File: config.mk
export PLATFORM = sky130hd
export DESIGN_NAME = fracn_modulus_ctrl
export DESIGN_NICKNAME = d
export VERILOG_FILES = /design/src/rtl/sdm_pkg.sv /design/src/rtl/sdm_dither_lfsr.sv /design/src/rtl/sdm_accum.sv /design/src/rtl/sdm_mod_out.sv /design/src/rtl/fracn_modulus_ctrl.sv
export SDC_FILE = /design/constraint.sdc
export NUM_CORES = 1
export LEC_CHECK = 0
export BUFFER_PORTS_ARGS = -buffer_cell sky130_fd_sc_hd__buf_2
export CAP_MARGIN = 20
export CELL_PAD_IN_SITES_DETAIL_PLACEMENT = 1
export CELL_PAD_IN_SITES_GLOBAL_PLACEMENT = 2
export CORE_MARGIN = 1.5
export CORE_UTILIZATION = 33
export DETAILED_ROUTE_END_ITERATION = 8
export PLACE_DENSITY = 0.73
export SLEW_MARGIN = 20
export SYNTH_ARGS = -nofsm -noshare
export SYNTH_HDL_FRONTEND = slang
export SYNTH_HIERARCHICAL = 1
export SYNTH_SLANG_ARGS = --single-unit
File: constraint.sdc
create_clock -name clk -period 4.8 [get_ports clk]
set_clock_uncertainty 0.1 [all_clocks]
set_input_delay 0.72 -clock clk [delete_from_list [all_inputs] [get_ports clk]]
set_output_delay 0.72 -clock clk [all_outputs]
set_load 0.01 [all_outputs]
File: src/rtl/sdm_pkg.sv
package sdm_pkg;

    // Which of the two ratios a reference period uses
    typedef enum logic {
        SEL_LOW  = 1'b0,
        SEL_HIGH = 1'b1
    } mod_sel_e;

    // Default shift-register shape for the dither source
    localparam int          DITH_W    = 16;
    localparam logic [15:0] DITH_TAPS = 16'hB400;
    localparam logic [15:0] DITH_SEED = 16'hACE1;

    function automatic mod_sel_e sel_from_carry(input logic c);
        return c ? SEL_HIGH : SEL_LOW;
    endfunction

endpackage

File: src/rtl/sdm_dither_lfsr.sv
module sdm_dither_lfsr #(
    parameter int          LW   = 16,
    parameter logic [LW-1:0] TAPS = 16'hB400,
    parameter logic [LW-1:0] SEED = 16'hACE1
) (
    input  logic clk,
    input  logic rst,
    output logic bit_o
);
    logic [LW-1:0] state_q;
    logic          fb;

    assign fb    = ^(state_q & TAPS);
    assign bit_o = state_q[0];

    always_ff @(posedge clk) begin
        if (rst) state_q <= SEED;
        else     state_q <= {state_q[LW-2:0], fb};
    end
endmodule

File: src/rtl/sdm_accum.sv
module sdm_accum #(
    parameter int FW = 12
) (
    input  logic          clk,
    input  logic          rst,
    input  logic [FW-1:0] frac,
    input  logic          cin,
    output logic          carry
);
    logic [FW-1:0] resid_q;
    logic [FW:0]   sum;

    assign sum   = {1'b0, resid_q} + {1'b0, frac} + {{FW{1'b0}}, cin};
    assign carry = sum[FW];

    // Residue is kept across fraction changes for phase continuity
    always_ff @(posedge clk) begin
        if (rst) resid_q <= '0;
        else     resid_q <= sum[FW-1:0];
    end
endmodule

File: src/rtl/sdm_mod_out.sv
module sdm_mod_out
    import sdm_pkg::*;
#(
    parameter int MW = 8
) (
    input  logic          clk,
    input  logic          rst,
    input  logic [MW-1:0] m_int,
    input  mod_sel_e      sel,
    output logic          mod_hi,
    output logic [MW:0]   div_val
);
    localparam int DW = MW + 1;

    always_ff @(posedge clk) begin
        if (rst) begin
            mod_hi  <= 1'b0;
            div_val <= '0;
        end else begin
            mod_hi  <= (sel == SEL_HIGH);
            div_val <= {1'b0, m_int} + DW'(sel == SEL_HIGH);
        end
    end
endmodule

File: src/rtl/fracn_modulus_ctrl.sv
module fracn_modulus_ctrl
    import sdm_pkg::*;
#(
    parameter int MW          = 8,
    parameter int FW          = 12,
    parameter bit DITHER_IMPL = 1'b1
) (
    input  logic          clk,
    input  logic          rst,
    input  logic [MW-1:0] m_int,
    input  logic [FW-1:0] k_frac,
    input  logic          dither_en,
    output logic          mod_hi,
    output logic [MW:0]   div_val
);
    logic     dith_bit;
    logic     cin;
    logic     carry;
    mod_sel_e sel;

    generate
        if (DITHER_IMPL) begin : g_dither
            sdm_dither_lfsr #(
                .LW  (DITH_W),
                .TAPS(DITH_TAPS),
                .SEED(DITH_SEED)
            ) u_lfsr (
                .clk  (clk),
                .rst  (rst),
                .bit_o(dith_bit)
            );
            assign cin = dither_en & dith_bit;
        end else begin : g_no_dither
            assign dith_bit = 1'b0;
            assign cin      = dith_bit & dither_en;
        end
    endgenerate

    sdm_accum #(.FW(FW)) u_accum (
        .clk  (clk),
        .rst  (rst),
        .frac (k_frac),
        .cin  (cin),
        .carry(carry)
    );

    assign sel = sel_from_carry(carry);

    sdm_mod_out #(.MW(MW)) u_out (
        .clk    (clk),
        .rst    (rst),
        .m_int  (m_int),
        .sel    (sel),
        .mod_hi (mod_hi),
        .div_val(div_val)
    );
endmodule

; ---- Word level (Yosys, flattened, before mapping)
; Cells that the tools add are included.
[totals]
regBits = 38
input_bits = 23
output_inout_bits = 10
elab_cells = 10
[classes]
n_bitwise = 1
n_reduce_logical = 1
muxes = 1
n_addsub = 3
[ops]
columns = op, n
row1 = parity 16 bit, 1
row2 = adder 12 x 12 -> 13 bit, 1
row3 = adder 13 x 1 -> 13 bit, 1
row4 = adder 8 x 1 -> 9 bit, 1
row5 = bitwise AND 1 bit, 1
row6 = 2-to-1 mux 1 bit, 1

; ---- Longest topological paths before layout
; Gate-level depths: netlist (run 1).
[depth]
word_depth = 4
mapped_depth = 13
depth_no_buf = 13

; ---- Cells and area by module
; Netlist (run 1), hierarchy kept.
[modules_own_cells]
columns = mod, seq_area_each_um2, instances, area_each_um2, cells_per_inst
row1 = sdm_accum, 240.2, 1, 758.2, 80
row2 = sdm_dither_lfsr, 320.3, 1, 454.2, 36
row3 = sdm_mod_out, 200.2, 1, 400.4, 40
row4 = fracn_modulus_ctrl, 0.0, 1, 6.3, 1

; ---- Least setup slack after synthesis (run 1)
; Ideal clock, no wire load.
[synth_path]
path_kind = input to register
start = in dither_en
end = reg u_out.div_val[6]
arrival_ps = 3624
t_required_ps = 4579
setup_ps = 121
setup_slack_ps = 955
cell_stages = 13
n_path_buf = 0
cell_sequence = and2_1 fa_1 fa_1 a21oi_1 o22ai_1 a31o_1 a31oi_1 o21ai_0 ha_1 ha_1 and3_2 nand3_1 mux2_4
[synth_between]
elab_chain_len = 4
[synth_lines]
columns = item, line_no
row1 = "start, declared", fracn_modulus_ctrl.sv:12  ; input logic dither_en,
row2 = bitwise AND 1 bit, fracn_modulus_ctrl.sv:32  ; assign cin = dither_en & dith_bit;
row3 = adder 13 x 1 -> 13 bit, sdm_accum.sv:13  ; assign sum = {1'b0, resid_q} + {1'b0, frac} + {{FW{1'b0}}, cin};
row4 = via carry, fracn_modulus_ctrl.sv:18  ; logic carry;
row5 = 2-to-1 mux 1 bit, sdm_pkg.sv:15  ; return c ? SEL_HIGH : SEL_LOW;
row6 = adder 8 x 1 -> 9 bit, sdm_mod_out.sv:21  ; div_val <= {1'b0, m_int} + DW'(sel == SEL_HIGH);
row7 = "end signal, assigned", sdm_mod_out.sv:21
row8 = "end, declared", sdm_mod_out.sv:11  ; output logic [MW:0] div_val
; The timed path passes the listed nets, and every way through them passes these cells.
; A chain may end at the register's enable or synchronous reset.

; ---- Worst setup path in the final report (run 1)
[layout_path]
start = in dither_en
end = reg u_out.div_val[6]
[layout_between]
elab_chain_len = 4
[layout_lines]
columns = item, line_no
row1 = bitwise AND 1 bit, fracn_modulus_ctrl.sv:32
row2 = via cin, fracn_modulus_ctrl.sv:17  ; logic cin;
row3 = adder 13 x 1 -> 13 bit, sdm_accum.sv:13
row4 = via carry, fracn_modulus_ctrl.sv:18
row5 = 2-to-1 mux 1 bit, sdm_pkg.sv:15
row6 = adder 8 x 1 -> 9 bit, sdm_mod_out.sv:21
; The timed path passes the listed nets, and every way through them passes these cells.

==> results of run 1 <==
worst max-delay path, delay by kind of cell:
kind,cells,cell delay [ns]
AOI/OAI and AO/OA,5,1.05
and+or+nand+nor,3,0.51
buffers and inverters,1,0.10
adders and majority gates,4,1.35
muxes,1,0.31
stage by stage:
stage          power (mW)  setup WS (ns)  instance area (µm²)  std cells  hold slack, ns
2_1_floorplan       0.688          0.955                 1620        157           0.283
3_3_place_gp        0.765          0.661                 1850        253           0.285
3_5_place_dp        0.780          0.542                 1850        253           0.290
4_1_cts              1.01          0.846                 1940        261           0.314
5_1_grt              1.08          0.607                 1940        261           0.328
6_report            0.995          0.837                 1940        261           0.310
report_power, final:
part | leakage [nW] | internal [mW] | switching (mW)
sequential | 0.316 | 0.382 | 0.0223
clock | 0.0482 | 0.116 | 0.108
combinational | 0.527 | 0.177 | 0.190
total | 0.891 | 0.675 | 0.320
cell type report:
cell class / count / share of cell area, %
tap: 67 / 4.32
clock inverter: 1 / 0.258
inverter: 3 / 0.581
multi-input combinational: 113 / 42.9
sequential: 38 / 39.2
clock buffer: 7 / 4.45
timing repair buffer: 32 / 8.26
kinds of logic (layout without fill, tap and decap cells):
group                    count (synthesis)  in the layout
adder cells (fa/ha/maj)                 15             15
AO/OA/AOI/OAI                           23             23
AND/OR/NAND/NOR                         59             59
multiplexers                             4              4
buffers and inverters                    6             43
XOR/XNOR                                12             12
flip-flops                              38             38
state kept, by name, indices dropped and copies added (netlist names):
name and flops:
u_accum/resid_q 12, g_dither.u_lfsr/state_q 16, u_out/div_val 9, u_out/mod_hi 1
cell usage in the layout, fill, tap and decap left out, types with 2 or more instances in the layout:
cell and instances:
ha_1 13, nand2b_1 2, nor3_1 2, nand3_1 6, clkbuf_8 6, dfxtp_1 38
mux2_1 2, a21oi_1 6, inv_1 3, nor2b_1 17, buf_2 32, or2_1 7
a31oi_1 4, nand2_1 3, o21ai_0 3, fa_1 2, or3_1 2, a21o_1 4
xor2_1 4, xnor2_1 8, nor2_1 14
metal layers:
metal	vias to the layer above	wire (µm)
li1	605	-
met1	561	1630
met2	20	1560
met3	4	114
met4	0	31
met5	-	0
worst max path at each step:
stage | cells past startpoint | from | endpoint
after floorplan | 13 | dither_en | u_out/div_val[6]
after global placement | 14 | dither_en | u_out/div_val[6]
after detailed placement | 14 | dither_en | u_out/div_val[6]
after CTS | 14 | dither_en | u_out/div_val[6]
after global routing | 14 | dither_en | u_out/div_val[6]
final | 14 | dither_en | u_out/div_val[6]
==> summary.md, run 1 <==
| Metric | Value |
|---|---|
| Status | completed |
| Vias | between 1000 and 1500 |
| Post-route ant nets | 0 |
| Initial core utilization | between 30% and 40% |
| Fill cell count | between 500 and 600 |
| Avg Cell Area, Syn | between 10 and 15 µm² |
| Max H-tree Level | 2 |
| Met3 usage | around 3.9% |
| Largest net degree at the start of global routing | 43 |
| Post-Synth Simple-Gate Area | 20.2% |
| Syn_nets | 195 |
| Setup repair after global routing missed its margin | false |
| Top-area cell type share of the netlist area | a little under half |
| Die X | 73.0 µm |
| Total clock sinks | 38 |
| Largest fanout on the critical path | 3 |
| CP Cell Sequence | buf_2 > and2_1 > fa_1 > fa_1 > a21oi_1 > o22ai_1 > a31o_1 > a31oi_1 > o21ai_0 > ha_1 > ha_1 > and3_2 > nand3_1 > mux2_4 |
| Vias in the first global route | 1230 |
| Post-cts resize count | 0 |
| CTS tree | built |
| Diodes inserted | 0 |
| Worst R2R End | u_out/div_val[6] |
| Slew @ Worst Pin | around 0.73 ns |
| IO buf count | 32 |
| Global Route met2 Usage | 21.1% |
| Top Ports | 33 |
| Slowest Stage Delay on Critical Path | 0.46 ns |
| Critical Path AT | 4.04 ns |
| CTS Hold Bufs | 0 |
| Final core utilization | 41.1% |
| Sequential Area | 761 µm² |
| Synth warn | 6 |
| Synth-to-Final Area Change | 19.8% |
| Post-synthesis async set-or-reset flop share | 0% |
| Post-Synth Adder-Cell Area | between 10% and 20% |
| Global route total overflow | 0 |
| Pleak | approximately 0.89 nW |
| Die area | approximately 5300 µm² |
| Final TNS setup | 0 ns |
| XOR/XNOR share of the synthesized area | 6.49% |
| Mapped Cells | between 150 and 200 |
| Hold Crit Endpoint | g_dither.u_lfsr/state_q[10] |
| Std cell rows | 25 |
| Worst setup EP type | flop |
| Critical path required time | ~4.9 ns |
| Critical-path top delay cell | fa_1 |
| Met1 usage | ~18% |
| Worst Hold Class | flop to flop |
| Peak supply drop | 0.220 mV |
| Max Slew Vio Count | 0 |
| Slew margin rel. | between 50% and 60% |
| Initial antenna violation count | 0 |
| Pre-antenna DRT Iters | 4 |
| Unique masters post-synth | 35 |
| Most used DFF post-synth | dfxtp_1 |
| Drt initial violations | 54 |
| Root Buffer Master | clkbuf_8 |
| Inserted Clock Buffers | 5 |
| Clock transition at path regs | around 0.070 ns |
| DR DRC count | 0 |
| Vias per cell | 4.56 |
| Mux cell area share after synthesis | approximately 3.0% |
| Area leader, netlist | dfxtp_1 |
| Post-synth EDFFs | 0 |
| Worst Min Path Start | g_dither.u_lfsr/state_q[9] |
| Top post-synthesis cells by count | dfxtp_1, nor2b_1, nor2_1, ha_1, xnor2_1 |
| Crit Path Category | input port to flop |
| Clock Path Buffers | 2 |
| Core area | roughly 4700 µm² |
| Die height | roughly 73 µm |
| Post-Syn Area | ~1600 µm² |
| Postcts setup bufs | 0 |
| Layout cell share with drive strength beyond 1 | a little under a quarter |
| # setup viols final | 0 |
| Routed WL | approximately 3.3 mm |
| FF-to-FF path depth | 13 |
| Fmax | roughly 250 MHz |
| Routed length per instance | approximately 13 µm |
| Grt peak-use layer | met2 |
| Slack of the worst reg-to-reg path | 1.07 ns |
| HPWL Detailed | 2.45 mm |
| Worst skew pair latency | ~0.28 ns |
| Layout Nets | 231 |
| Multi-input logic area | around 830 µm² |
| Min Tclk post-route | 3.96 ns |
| Critical path launch point type | input port |
| Worst r2r src | g_dither.u_lfsr/state_q[0] |
| Area contributors post-synth | dfxtp_1, ha_1, nor2b_1, xnor2_1, nor2_1 |
| First-pass GRT wire length | between 5 and 6 mm |
| Total track usage | 13.6% |
| Seq/Total Area, Yosys | 47.0% |
| Compound-gate portion of the synthesized area | 9.20% |
| #FFs+latches synth | 38 |
| Final hold vios | 0 |
| PwrDens | ~500 nW/µm² |
| Largest family of logic cells by synthesized area | simple AND/OR/NAND/NOR gates |
| GP Congestion | ~0.84 |
| Count leader, synth | dfxtp_1 |
| Period utilization | ~83% |
| Hold depth | 1 |
| Max_cap viols | 0 |
(Power assumes the default switching activity.)
==> run 2, diff against run 1 <==
--- a/config.mk
+++ b/config.mk
@@ -5,14 +5,15 @@
 export SDC_FILE = /design/constraint.sdc
 export NUM_CORES = 1
 export LEC_CHECK = 0
+export ABC_AREA = 1
 export BUFFER_PORTS_ARGS = -buffer_cell sky130_fd_sc_hd__buf_2
 export CAP_MARGIN = 20
 export CELL_PAD_IN_SITES_DETAIL_PLACEMENT = 1
 export CELL_PAD_IN_SITES_GLOBAL_PLACEMENT = 2
 export CORE_MARGIN = 1.5
-export CORE_UTILIZATION = 33
+export CORE_UTILIZATION = 31
 export DETAILED_ROUTE_END_ITERATION = 8
-export PLACE_DENSITY = 0.73
+export PLACE_DENSITY = 0.75
 export SLEW_MARGIN = 20
 export SYNTH_ARGS = -nofsm -noshare
 export SYNTH_HDL_FRONTEND = slang
==> constraint.sdc (replaced) <==
create_clock -name clk -period 4.1 [get_ports clk]
set_clock_uncertainty 0.1 [all_clocks]
set_input_delay 0.615 -clock clk [delete_from_list [all_inputs] [get_ports clk]]
set_output_delay 0.615 -clock clk [all_outputs]
set_load 0.01 [all_outputs]
==> run 2 against run 1 <==
  * Sequential cell count unchanged
  * Highest routed layer unchanged
  * Worst hold slack got worse by 0.0025 ns
  * Die area grew 24%
  * Combinational power increased by 15%
  * Sequential power increased by 10%
==> summary.md, run 2 <==
| Metric | Value |
|---|---|
| Final TNS setup | 0 ns |
| Most flops, register | g_dither.u_lfsr/state_q |
| Die height | just over 80 µm |
| Layout Nets | 343 |
| Mapped Cells | around 270 |
| Seq/Total Area, Yosys | about two fifths |
| Post-route ant nets | 0 |
| Max H-tree Level | 2 |
| Seq pwr share | between 30% and 40% |
| Worst Hold Class | flop to flop |
| Post-synth EDFFs | 0 |
| Largest register FFs | 16 |
| Slew @ Worst Pin | 0.370 ns |
| P_int | 0.721 mW |
| Commonest cells after routing, fill and taps aside | nand2_1, inv_1, dfxtp_1 |
| Min Tclk post-route | about 3 ns |
| Sw Pwr | roughly 0.42 mW |
| Top post-synthesis cells by count | nand2_1, inv_1, dfxtp_1, nor2_1, ha_1 |
| Vias in the first global route | around 1700 |
| First-pass GRT wire length | between 7 and 8 mm |
| Largest net degree at the start of global routing | 23 |
| Sw Ratio | between 30% and 40% |
| Status | completed |
| Routed WL | about 4.2 mm |
| Post-cts resize count | 0 |
| Die X | between 80 and 90 µm |
| Clock Path Buffers | 2 |
| Count leader, synth | nand2_1 |
| Post-Syn Area | 1900 µm² |
| GP Congestion | about 0.76 |
| Final hold vios | 0 |
| Synth-to-Final Area Change | 17.8% |
| Vias | between 1500 and 2000 |
| Vias per cell | 4.37 |
| Die area | 6620 µm² |
| Period utilization | between 70% and 80% |
| Critical path launch point type | input port |
| Total track usage | around 14% |
| Global route total overflow | 0 |
| Largest fanout on the critical path | 4 |
| Total clock sinks | 38 |
| Synth warn | 6 |
| Inserted Clock Buffers | 5 |
| Inst Count DP | roughly 370 |
| Worst skew pair latency | between 0.2 and 0.3 ns |
| # setup viols final | 0 |
| Critical path required time | between 4 and 5 ns |
| Clock transition at path regs | approximately 0.08 ns |
| Comb pwr share | approximately 37% |
| Top-area cell type share of the netlist area | 40.0% |
| Diodes inserted | 0 |
| Top Ports | 33 |
| Pre-antenna DRT Iters | 4 |
| Critical Path AT | ~3.1 ns |
| Dpl ws | 0.803 ns |
| CTS Hold Bufs | 0 |
| Final setup margin | around 1.1 ns |
| Setup repair after global routing missed its margin | false |
| Post-synthesis async set-or-reset flop share | 0% |
| Core area | a little under 6000 µm² |
| Pleak | about 1.2 nW |
| Max_cap viols | 0 |
| Area contributors post-synth | dfxtp_1, nand2_1, ha_1, inv_1, nor2_1 |
| HPWL Detailed | 3.38 mm |
| Avg Cell Area, Syn | around 7 µm² |
| Top Registers | g_dither.u_lfsr/state_q x16, u_accum/resid_q x12, u_out/div_val x9 |
| Most used DFF post-synth | dfxtp_1 |
| Drt initial violations | 46 |
| Area leader, netlist | dfxtp_1 |
| CTS tree | built |
| Max Slew Vio Count | 0 |
| Peak supply drop | 0.231 mV |
| Postcts setup bufs | 0 |
| Crit Path Category | input port to flop |
| Final core utilization | 37.8% |
| Syn_nets | 305 |
| Most common cell after layout, fill and taps aside | nand2_1 |
| Fmax | around 330 MHz |
| Clock share of power | a little under a quarter |
| IO buf count | 32 |
| Routed length per instance | 11.0 µm |
| Initial antenna violation count | 0 |
| Worst setup EP type | flop |
| Non-filler cells, final | ~380 |
| Slew margin rel. | 75.3% |
| Fill cell count | about 800 |
| Hold Slack | between 0.3 and 0.4 ns |
| Layout cell share with drive strength beyond 1 | approximately 20% |
| Unique masters post-synth | 22 |
| PwrDens | slightly above 500 nW/µm² |
| #FFs+latches synth | 38 |
| Root Buffer Master | clkbuf_8 |
| Initial core utilization | about 32% |
| DR DRC count | 0 |
| Std cell rows | 28 |
run 2: cell types whose count changed after synthesis, sizes merged, moves of 7 or more:
cell / before / now
a21oi: 6 / 13
nand3: 6 / 14
inv: 3 / 42
nor2b: 17 / 0
nor2: 14 / 43
nand2: 3 / 84
xnor2: 8 / 0
run 2: power groups by stage:
stage	registers, mW	logic (mW)	clock network, mW
6_report	0.446	0.422	0.272
5_1_grt	0.451	0.493	0.303
4_1_cts	0.447	0.431	0.286
3_5_place_dp	0.455	0.428	0
3_3_place_gp	0.453	0.423	0
2_1_floorplan	0.457	0.313	0
run 2: routing by layer:
metal  GRT usage [%]  part of all wire (%)  vias to the layer above
li1                -                     -                      888
met1            17.7                    50                      751
met2            24.3                    46                       22
met3            2.81                   3.0                        4
met4            4.66                   1.0                        0
met5               0                     0                        -
run 2: final timing paths:
kind | start | to | slack, ns | cells after the start
setup / recovery | dither_en | u_out/div_val[6] | 1.11 | 19
setup reg to reg | g_dither.u_lfsr/state_q[0] | u_out/div_val[6] | 1.21 | 18
hold reg to reg | g_dither.u_lfsr/state_q[1] | g_dither.u_lfsr/state_q[2] | 0.31 | 2
hold / removal | g_dither.u_lfsr/state_q[1] | g_dither.u_lfsr/state_q[2] | 0.31 | 2
run 2: final cells by class:
class                   count  area [µm²]  share of cell area, %
multi-input cells         185         970                   43.3
flip-flops and latches     38         761                   33.9
inverters                  43         161                   7.20
repair buffers             32         160                   7.15
well taps                  75        93.8                   4.19
clock buffers               6        82.6                   3.69
clock inverters             2        12.5                  0.558
run 2: cell families (layout without fill, tap and decap cells):
group                      Yosys count  in the layout  synth area share (%)
AOI/OAI and AO/OA                   19             19                  5.39
adders and majority gates           15             15                  10.7
buffers and inverters               44             83                  9.07
DFF                                 38             38                  40.0
and+or+nand+nor                    151            151                  34.9
run 2: worst max-delay path: stages:
cell	delay [ns]
buf_2	0.10
nand2_1	0.05
inv_1	0.05
fa_1	0.47
fa_1	0.44
nand2_1	0.11
nand3_1	0.06
and2_4	0.14
nand2_2	0.06
nand2_2	0.06
nand4_1	0.08
nand2_1	0.08
ha_1	0.23
ha_1	0.23
nand3_2	0.10
nor2_2	0.04
nand2_1	0.07
nand2_1	0.05
nor2_1	0.08
run 2: stage by stage:
step / instance area [µm²] / power [mW]
after floorplan: 1900 / 0.770
after global placement: 2150 / 0.876
after detailed placement: 2150 / 0.884
after CTS: 2240 / 1.16
after global routing: 2240 / 1.25
final: 2240 / 1.14
